`src/rtl/gpio_port_pkg.sv`:
```
package gpio_port_pkg;
  // Register index = byte offset / 4; software decodes this order.
  typedef enum logic [2:0] {
    SEL_DOUT  = 3'd0,
    SEL_DIR   = 3'd1,
    SEL_BLINK = 3'd2,
    SEL_POL   = 3'd3,
    SEL_DIN   = 3'd4,
    SEL_CAUSE = 3'd5,
    SEL_EMASK = 3'd6,
    SEL_LMASK = 3'd7
  } reg_sel_e;

  localparam int unsigned SEL_W  = 3;
  localparam int unsigned BYTE_W = 2;
endpackage

```
`src/rtl/gpio_sync.sv`:
```
module gpio_sync #(
  parameter int unsigned NUM_PINS = 32,
  parameter int unsigned STAGES   = 2
) (
  input  logic                clk_i,
  input  logic                rst_ni,
  input  logic [NUM_PINS-1:0] d_i,
  output logic [NUM_PINS-1:0] q_o
);
  logic [NUM_PINS-1:0] stage_q [STAGES];

  for (genvar s = 0; s < STAGES; s++) begin : g_stage
    always_ff @(posedge clk_i or negedge rst_ni) begin
      if (!rst_ni) begin
        stage_q[s] <= '0;
      end else if (s == 0) begin
        stage_q[s] <= d_i;
      end else begin
        stage_q[s] <= stage_q[(s == 0) ? 0 : s-1];
      end
    end
  end

  assign q_o = stage_q[STAGES-1];
endmodule

```
`src/rtl/gpio_regs.sv`:
```
module gpio_regs
  import gpio_port_pkg::*;
#(
  parameter int unsigned NUM_PINS = 32,
  parameter int unsigned ADDR_W   = 6
) (
  input  logic                clk_i,
  input  logic                rst_ni,
  input  logic [ADDR_W-1:0]   addr_i,
  input  logic                wr_en_i,
  input  logic [NUM_PINS-1:0] wdata_i,
  input  logic [NUM_PINS-1:0] din_i,
  input  logic [NUM_PINS-1:0] cause_i,
  output logic [NUM_PINS-1:0] dout_o,
  output logic [NUM_PINS-1:0] dir_o,
  output logic [NUM_PINS-1:0] blink_o,
  output logic [NUM_PINS-1:0] pol_o,
  output logic [NUM_PINS-1:0] emask_o,
  output logic [NUM_PINS-1:0] lmask_o,
  output logic                cause_wr_o,
  output logic [NUM_PINS-1:0] rdata_o
);
  localparam int unsigned TOP_LSB = SEL_W + BYTE_W;

  logic     hit;
  logic     upper_zero;
  reg_sel_e sel;

  if (ADDR_W > TOP_LSB) begin : g_upper
    assign upper_zero = (addr_i[ADDR_W-1:TOP_LSB] == '0);
  end else begin : g_noupper
    assign upper_zero = 1'b1;
  end

  assign sel = reg_sel_e'(addr_i[TOP_LSB-1:BYTE_W]);
  assign hit = upper_zero && (addr_i[BYTE_W-1:0] == '0);

  logic wr_hit;
  assign wr_hit     = wr_en_i && hit;
  assign cause_wr_o = wr_hit && (sel == SEL_CAUSE);

  always_ff @(posedge clk_i or negedge rst_ni) begin
    if (!rst_ni) begin
      dout_o  <= '0;
      dir_o   <= '1;
      blink_o <= '0;
      pol_o   <= '0;
      emask_o <= '0;
      lmask_o <= '0;
    end else if (wr_hit) begin
      unique case (sel)
        SEL_DOUT:  dout_o  <= wdata_i;
        SEL_DIR:   dir_o   <= wdata_i;
        SEL_BLINK: blink_o <= wdata_i;
        SEL_POL:   pol_o   <= wdata_i;
        SEL_EMASK: emask_o <= wdata_i;
        SEL_LMASK: lmask_o <= wdata_i;
        default: ;
      endcase
    end
  end

  always_comb begin
    rdata_o = '0;
    if (hit) begin
      unique case (sel)
        SEL_DOUT:  rdata_o = dout_o;
        SEL_DIR:   rdata_o = dir_o;
        SEL_BLINK: rdata_o = blink_o;
        SEL_POL:   rdata_o = pol_o;
        SEL_DIN:   rdata_o = din_i;
        SEL_CAUSE: rdata_o = cause_i;
        SEL_EMASK: rdata_o = emask_o;
        SEL_LMASK: rdata_o = lmask_o;
        default:   rdata_o = '0;
      endcase
    end
  end
endmodule

```
`src/rtl/gpio_blink.sv`:
```
module gpio_blink #(
  parameter int unsigned NUM_PINS   = 32,
  parameter int unsigned BLINK_HALF = 1024
) (
  input  logic                clk_i,
  input  logic                rst_ni,
  input  logic [NUM_PINS-1:0] dout_i,
  input  logic [NUM_PINS-1:0] blink_i,
  output logic [NUM_PINS-1:0] pad_o
);
  localparam int unsigned CNT_W = (BLINK_HALF > 1) ? $clog2(BLINK_HALF) : 1;
  localparam logic [CNT_W-1:0] CNT_LAST = CNT_W'(BLINK_HALF - 1);

  logic [CNT_W-1:0] cnt_q;
  logic             phase_q;

  always_ff @(posedge clk_i or negedge rst_ni) begin
    if (!rst_ni) begin
      cnt_q   <= '0;
      phase_q <= 1'b0;
    end else if (cnt_q == CNT_LAST) begin
      cnt_q   <= '0;
      phase_q <= ~phase_q;
    end else begin
      cnt_q <= cnt_q + 1'b1;
    end
  end

  for (genvar p = 0; p < NUM_PINS; p++) begin : g_pin
    assign pad_o[p] = blink_i[p] ? phase_q : dout_i[p];
  end
endmodule

```
`src/rtl/gpio_irq.sv`:
```
module gpio_irq #(
  parameter int unsigned NUM_PINS = 32
) (
  input  logic                clk_i,
  input  logic                rst_ni,
  input  logic [NUM_PINS-1:0] din_i,
  input  logic [NUM_PINS-1:0] emask_i,
  input  logic [NUM_PINS-1:0] lmask_i,
  input  logic                cause_wr_i,
  input  logic [NUM_PINS-1:0] wdata_i,
  output logic [NUM_PINS-1:0] rise_o,
  output logic [NUM_PINS-1:0] cause_o,
  output logic                irq_o
);
  logic [NUM_PINS-1:0] prev_q;
  logic [NUM_PINS-1:0] kept;

  assign rise_o = din_i & ~prev_q;
  // Written zeros clear, written ones keep; a new edge overrides the clear.
  assign kept   = cause_wr_i ? (cause_o & wdata_i) : cause_o;

  always_ff @(posedge clk_i or negedge rst_ni) begin
    if (!rst_ni) begin
      prev_q  <= '0;
      cause_o <= '0;
    end else begin
      prev_q  <= din_i;
      cause_o <= kept | rise_o;
    end
  end

  assign irq_o = |((cause_o & emask_i) | (din_i & lmask_i));
endmodule

```
`src/rtl/gpio_port.sv`:
```
module gpio_port
  import gpio_port_pkg::*;
#(
  parameter int unsigned NUM_PINS   = 32,
  parameter int unsigned ADDR_W     = 6,
  parameter int unsigned BLINK_HALF = 1024,
  parameter int unsigned SYNC_STG   = 2
) (
  input  logic                clk_i,
  input  logic                rst_ni,
  input  logic [ADDR_W-1:0]   addr_i,
  input  logic                wr_en_i,
  input  logic [NUM_PINS-1:0] wdata_i,
  output logic [NUM_PINS-1:0] rdata_o,
  input  logic [NUM_PINS-1:0] pad_i,
  output logic [NUM_PINS-1:0] pad_o,
  output logic [NUM_PINS-1:0] pad_en_o,
  output logic                irq_o
);
  logic [NUM_PINS-1:0] dout, dir, blink, pol, emask, lmask;
  logic [NUM_PINS-1:0] pad_s, din, rise, cause;
  logic                cause_wr;

  gpio_sync #(.NUM_PINS(NUM_PINS), .STAGES(SYNC_STG)) u_sync (
    .clk_i (clk_i),
    .rst_ni(rst_ni),
    .d_i   (pad_i),
    .q_o   (pad_s)
  );

  assign din = pad_s ^ pol;

  gpio_regs #(.NUM_PINS(NUM_PINS), .ADDR_W(ADDR_W)) u_regs (
    .clk_i     (clk_i),
    .rst_ni    (rst_ni),
    .addr_i    (addr_i),
    .wr_en_i   (wr_en_i),
    .wdata_i   (wdata_i),
    .din_i     (din),
    .cause_i   (cause),
    .dout_o    (dout),
    .dir_o     (dir),
    .blink_o   (blink),
    .pol_o     (pol),
    .emask_o   (emask),
    .lmask_o   (lmask),
    .cause_wr_o(cause_wr),
    .rdata_o   (rdata_o)
  );

  gpio_blink #(.NUM_PINS(NUM_PINS), .BLINK_HALF(BLINK_HALF)) u_blink (
    .clk_i  (clk_i),
    .rst_ni (rst_ni),
    .dout_i (dout),
    .blink_i(blink),
    .pad_o  (pad_o)
  );

  gpio_irq #(.NUM_PINS(NUM_PINS)) u_irq (
    .clk_i     (clk_i),
    .rst_ni    (rst_ni),
    .din_i     (din),
    .emask_i   (emask),
    .lmask_i   (lmask),
    .cause_wr_i(cause_wr),
    .wdata_i   (wdata_i),
    .rise_o    (rise),
    .cause_o   (cause),
    .irq_o     (irq_o)
  );

  // Direction register is active-low; the pad enable is active-high.
  assign pad_en_o = ~dir;
endmodule

```
`config.mk`:
```
export PLATFORM = sky130hd
export DESIGN_NAME = gpio_port
export DESIGN_NICKNAME = d
export VERILOG_FILES = /design/src/rtl/gpio_port_pkg.sv /design/src/rtl/gpio_sync.sv /design/src/rtl/gpio_regs.sv /design/src/rtl/gpio_blink.sv /design/src/rtl/gpio_irq.sv /design/src/rtl/gpio_port.sv
export SDC_FILE = /design/constraint.sdc
export NUM_CORES = 1
export LEC_CHECK = 0
export CORE_ASPECT_RATIO = 0.9
export CORE_MARGIN = 2
export CORE_UTILIZATION = 55
export CTS_CLUSTER_SIZE = 30
export DETAILED_ROUTE_END_ITERATION = 8
export GPL_ROUTABILITY_DRIVEN = 0
export GPL_TIMING_DRIVEN = 0
export PLACE_DENSITY = 0.79
export SYNTH_ARGS = -nofsm -noshare
export SYNTH_HDL_FRONTEND = slang
export SYNTH_SLANG_ARGS = --single-unit
```
`constraint.sdc`:
```
create_clock -name clk_i -period 4 [get_ports clk_i]
set_clock_uncertainty 0.1 [all_clocks]
set_input_delay 1 -clock clk_i [delete_from_list [all_inputs] [get_ports clk_i]]
set_output_delay 1 -clock clk_i [all_outputs]
set_load 0.02 [all_outputs]
```
-- After elaboration in Yosys (flattened, before gate mapping)
Index checks and enable logic that the tools add are counted.
- register bits: 331
- input bits: 73
- output and inout bits: 97
- logic and storage cells: 80
- multiplexer cells: 36
- reductions and logical operators: 12
- add/sub/neg operators: 1
- bitwise operators: 11
- equal/unequal tests: 8
- operators by type and width (operator ; number):
    $pmux W32 S8 ; 1
    $and A32 B32 Y32 ; 4
    $mux W32 ; 2
    $not A32 Y32 ; 2
    $or A32 B32 Y32 ; 2
    $mux W1 ; 32
    $reduce_or A32 Y1 ; 1
    $xor A32 B32 Y32 ; 1
    $eq A3 B3 Y1 const B ; 4
    $reduce_and A2 Y1 ; 6
    $add A10 B1 Y10 const B ; 1
    $eq A10 B10 Y1 const B ; 1
    $mux W10 ; 1
    $eq A3 B2 Y1 const B ; 2
    $eq A3 B1 Y1 const B ; 1
    $logic_and A1 B1 Y1 ; 3
    $logic_not A3 Y1 ; 1
    $logic_not A2 Y1 ; 1
    $not A1 Y1 ; 2

-- Depth between registers and ports, before layout
- word-level depth: 6
- depth in mapped cells: 8
- depth with buffers taken out: 6

-- Hierarchy
From an unflattened synthesis, not the netlist that was laid out.
- cell total of the unflattened synthesis: 1226
- area total of the unflattened synthesis: 15075.7 um2
- by module, submodules not included (module ; cells an instance ; times used ; sequential area each (um2) ; area an instance (um2)):
    gpio_regs ; 785 ; 1 ; 4844.6 ; 9425.3
    gpio_irq ; 201 ; 1 ; 1601.5 ; 2539.9
    gpio_sync ; 96 ; 1 ; 1601.5 ; 1841.8
    gpio_blink ; 80 ; 1 ; 275.3 ; 868.3
    gpio_port ; 64 ; 1 ; 0.0 ; 400.4

-- Worst setup path after synthesis
OpenSTA, ideal clock, no wires.
- path kind: input-to-output
- start: input addr_i[2]
- end: output rdata_o[11]
- buffers on the path: 3
- cell stages on the path: 6
- data required time: 2.900 ns
- data arrival time: 2.418 ns
- slack: 0.482 ns
- path through: buf_2 -> clkbuf_1 -> nor2_1 -> buf_2 -> nand3b_1 -> a31oi_1
- word-level cells in the longest chain between the ends: 3
- elaborated cells between the ends (all ways): 10
- those cells by class: 7 x eq/ne; 2 x mux; 1 x reduce/logical
- RTL lines (item ; RTL line ; text):
    start, declared ; gpio_port.sv:11 ; input logic [ADDR_W-1:0] addr_i,
    $eq A3 B3 Y1, or another cell as far along ; gpio_regs.sv:66 ; unique case (sel)
    $pmux W32 S8 * ; gpio_regs.sv:66 ;
    $mux W32 * ; gpio_regs.sv:65 ; if (hit) begin
    end, declared ; gpio_port.sv:14 ; output logic [NUM_PINS-1:0] rdata_o,
Every way passes the cells marked *; elsewhere a longest branch is shown, timed or not.

-- Worst setup path after layout
- start: input addr_i[3]
- end: output rdata_o[28]
Same word-level chain as after synthesis.

==> metrics.txt <==
Mapped Area=0.01465 sq mm; VDD IR max=384.5 uV; Main synth FF type=dfrtp_1; CP Capture Type=output port; Storage cell area=0.008324 sq mm; Clock Latency Late Sink=0.52 ns; Peak Freq=250.3 MHz; pwr dens=488.1 mW/mm^2; share of layout cells above drive strength 1=28.39%; Leak=0.008310 uW; initial DRC count=1,641; Congestion Overflow GR=0; Critical Path Fanout Max=10; Relative slew margins=34.89%; hold buffers post-CTS=0; I/O pin cnt=170; Synth warnings=0; DRT Pass-1 Iters=8; R2R depth=5; total power=8984 uW; overall routing resource usage=34.58%; Hold WC Path Type=reg -> reg; row count=56; Area Growth Syn to Fin=25.65%; Fillers=1,775; clk root buf=clkbuf_16; Setup TNS Final=0 ns; WL/cell=26.74 um; critical path launch point type=input port; Place WS=-1.444 ns; core area=0.02614 sq mm; number of global-route vias before repair=11,880; Final min period=3.995 ns; drt drc=0; CTS tree=built; kind of critical path=in -> out; multi-input logic area=0.005774 sq mm; Crit path arrival time=2.90 ns; Synth Register Bits=331; first-pass GRT wire length=72,470 um; drt total wl=48,460 um; clock buffer depth=3; Die Y-Extent=158.8 um; Required @ worst endpoint=2.90 ns; Hold Startpoint=u_sync.stage_q[47]; worst setup margin=0.004952 ns; clk slew on worst S/H paths=0.06 ns; ANT nets after route=0; Final setup viols=0; initial antenna violation count=2; worst slew pin tran=0.9723 ns; Avg Cell Area, Syn=12.06 sq um; Nets=1,510; Buffers on Ports=169; Syn Nets=1,289; Final period util=99.88%; Die W=176.0 um; cells after synthesis=1,215; CTS HTree Levels=2; Util after Layout=70.42%; TritonCTS Sinks=331; total of max-cap violations=0; vias per inst=6.455; dpl hpwl=31,930 um; starting density of the core=56.05%; worst hold path depth=0; outcome=completed; die area=0.02796 sq mm; RR Startpoint=u_blink.cnt_q[0]; Hold Crit Endpoint=u_sync.q_o[15]; unique cell type count in the Yosys netlist=53; R2R Path End=u_blink.phase_q; largest net degree at the start of global routing=113; reg2reg setup slack=2.34 ns; Post-synth EDFFs=0; post-synthesis sequential area ratio=56.82%; count of final max-slew check failures=0; fraction of registers with async set/reset=100.0%; via count=11,700; total CTS buffers=34; Final Hold Fails=0
[registers in the layout, indices dropped and copies added (netlist names)]
| register | flops |
|---|---|
| u_sync.stage_q | 32 |
| u_regs.dout_o | 32 |
| u_regs.pol_o | 32 |
| u_regs.lmask_o | 32 |
| u_blink.cnt_q | 10 |
| u_sync.q_o | 32 |
| u_blink.phase_q | 1 |
| u_irq.prev_q | 32 |
| u_regs.blink_o | 32 |
| u_regs.emask_o | 32 |
| u_irq.cause_o | 32 |
| u_regs.dir_o | 32 |
[logic make-up after synthesis]
group / share of synthesized area (%)
AO/OA/AOI/OAI: 14.00
buffers and inverters: 4.117
flip-flops: 56.82
multiplexers: 17.24
adder cells (fa/ha/maj): 0.08541
AND/OR/NAND/NOR: 5.347
XOR/XNOR: 2.392
[cells in the final DEF, fill, tap and decap left out, types with 12 or more instances in the layout]
cell type,synthesis,final
nand2_1,63,63
a22o_1,18,18
buf_2,32,27
dfstp_2,32,32
a311o_1,14,14
clkbuf_2,0,12
clkbuf_1,31,22
a22oi_1,31,31
inv_1,66,65
a222oi_1,14,14
clkdlybuf4s50_1,0,132
xor2_1,35,35
a21oi_1,49,49
o211ai_1,14,14
mux2i_1,16,12
dfrtp_1,299,298
nor2_1,38,36
nor2b_1,13,12
o21ai_0,137,137
clkbuf_16,0,37
buf_4,4,23
mux2_2,202,202
buf_6,3,12
[area by class of cell]
class	count	share of cell area, %
diodes	2	0.02719
plain buffers	72	3.202
clock buffers	51	5.479
clock inverters	11	0.8566
inverters	66	1.346
multi-input cells	744	31.37
flip-flops and latches	331	45.23
well taps	348	2.366
repair buffers	187	10.12
[routing by layer]
layer | share of wire (%) | up-vias | GRT usage [%]
met4 | 6.7 | 2 | 20.17
met3 | 13 | 239 | 9.363
met5 | 0.033 | - | 0
met2 | 44 | 928 | 50.71
met1 | 37 | 5733 | 46.24
li1 | - | 4795 | -
[worst max-delay path by stage]
| stage | cells past startpoint | start | endpoint | slack [ns] |
|---|---|---|---|---|
| after floorplan | 6 | addr_i[2] | rdata_o[11] | 0.48 |
| after global placement | 1 | rst_ni | u_regs.dout_o[12] | -12.30 |
| after global routing | 6 | addr_i[3] | rdata_o[31] | -0.002 |
| after detailed placement | 8 | addr_i[2] | rdata_o[11] | -1.44 |
| after CTS | 8 | addr_i[4] | rdata_o[15] | 0.008 |
| final | 7 | addr_i[3] | rdata_o[28] | 0.005 |
[synth_stat cells, types with 3 or more instances]
cell type	instances	share of area, %
a21oi_1	49	1.7
a221oi_2	4	0.41
a31oi_1	9	0.38
and3_1	3	0.13
nor2b_1	13	0.56
buf_6	3	0.23
nor3_1	3	0.10
o31ai_1	6	0.31
dfstp_2	32	5.7
o21bai_1	8	0.41
inv_1	66	1.7
xnor2_1	5	0.30
o21ai_0	137	4.7
a22o_1	18	1.1
nor3b_1	3	0.15
a311o_1	14	0.96
nand4_1	7	0.30
o211ai_1	14	0.72
a222oi_1	14	0.96
clkbuf_1	31	0.79
nand2b_1	7	0.30
mux2_1	8	0.62
buf_4	4	0.21
nand2_1	63	1.6
mux2_2	202	16
a22oi_1	31	1.6
mux2i_1	16	1.1
xor2_1	35	2.1
dfrtp_1	299	51
nand3_1	6	0.21
buf_2	32	1.1
buf_1	4	0.10
a221oi_1	5	0.30
nor2_1	38	0.97
o221a_2	3	0.23
[critical path: stages]
cell and delay [ns]:
dlygate4sd2_1 0.28, buf_2 0.18, clkbuf_2 0.26, a311o_1 0.33
a222oi_1 0.56, nor2_1 0.10, buf_2 0.18
[through the flow]
step | instances | area (sq um) | hold slack (ns)
finish | 1812 | 18410 | 0.2466
global route | 1811 | 18400 | 0.2506
CTS | 1810 | 18420 | 0.2480
detailed placement | 1735 | 16860 | 0.2347
global placement | 1732 | 16770 | 0.2341
floorplan | 1215 | 14650 | 0.2312
[where the power goes]
group | leakage, uW | switching, uW | total [uW] | internal, uW
clock | 0.000571 | 1320 | 3330 | 2010
sequential | 0.00400 | 276 | 4040 | 3770
combinational | 0.00374 | 871 | 1610 | 742
total | 0.00831 | 2470 | 8980 | 6520
[timing repair]
item,in CTS,in global routing
gates cloned,5,0
endpoints found under the hold margin,0,0
gates resized for setup,192,23
buffers inserted,10,0
pin swaps,18,7
endpoints found under the setup margin,33,32
Note: power is estimated with default switching activity, not from simulation.
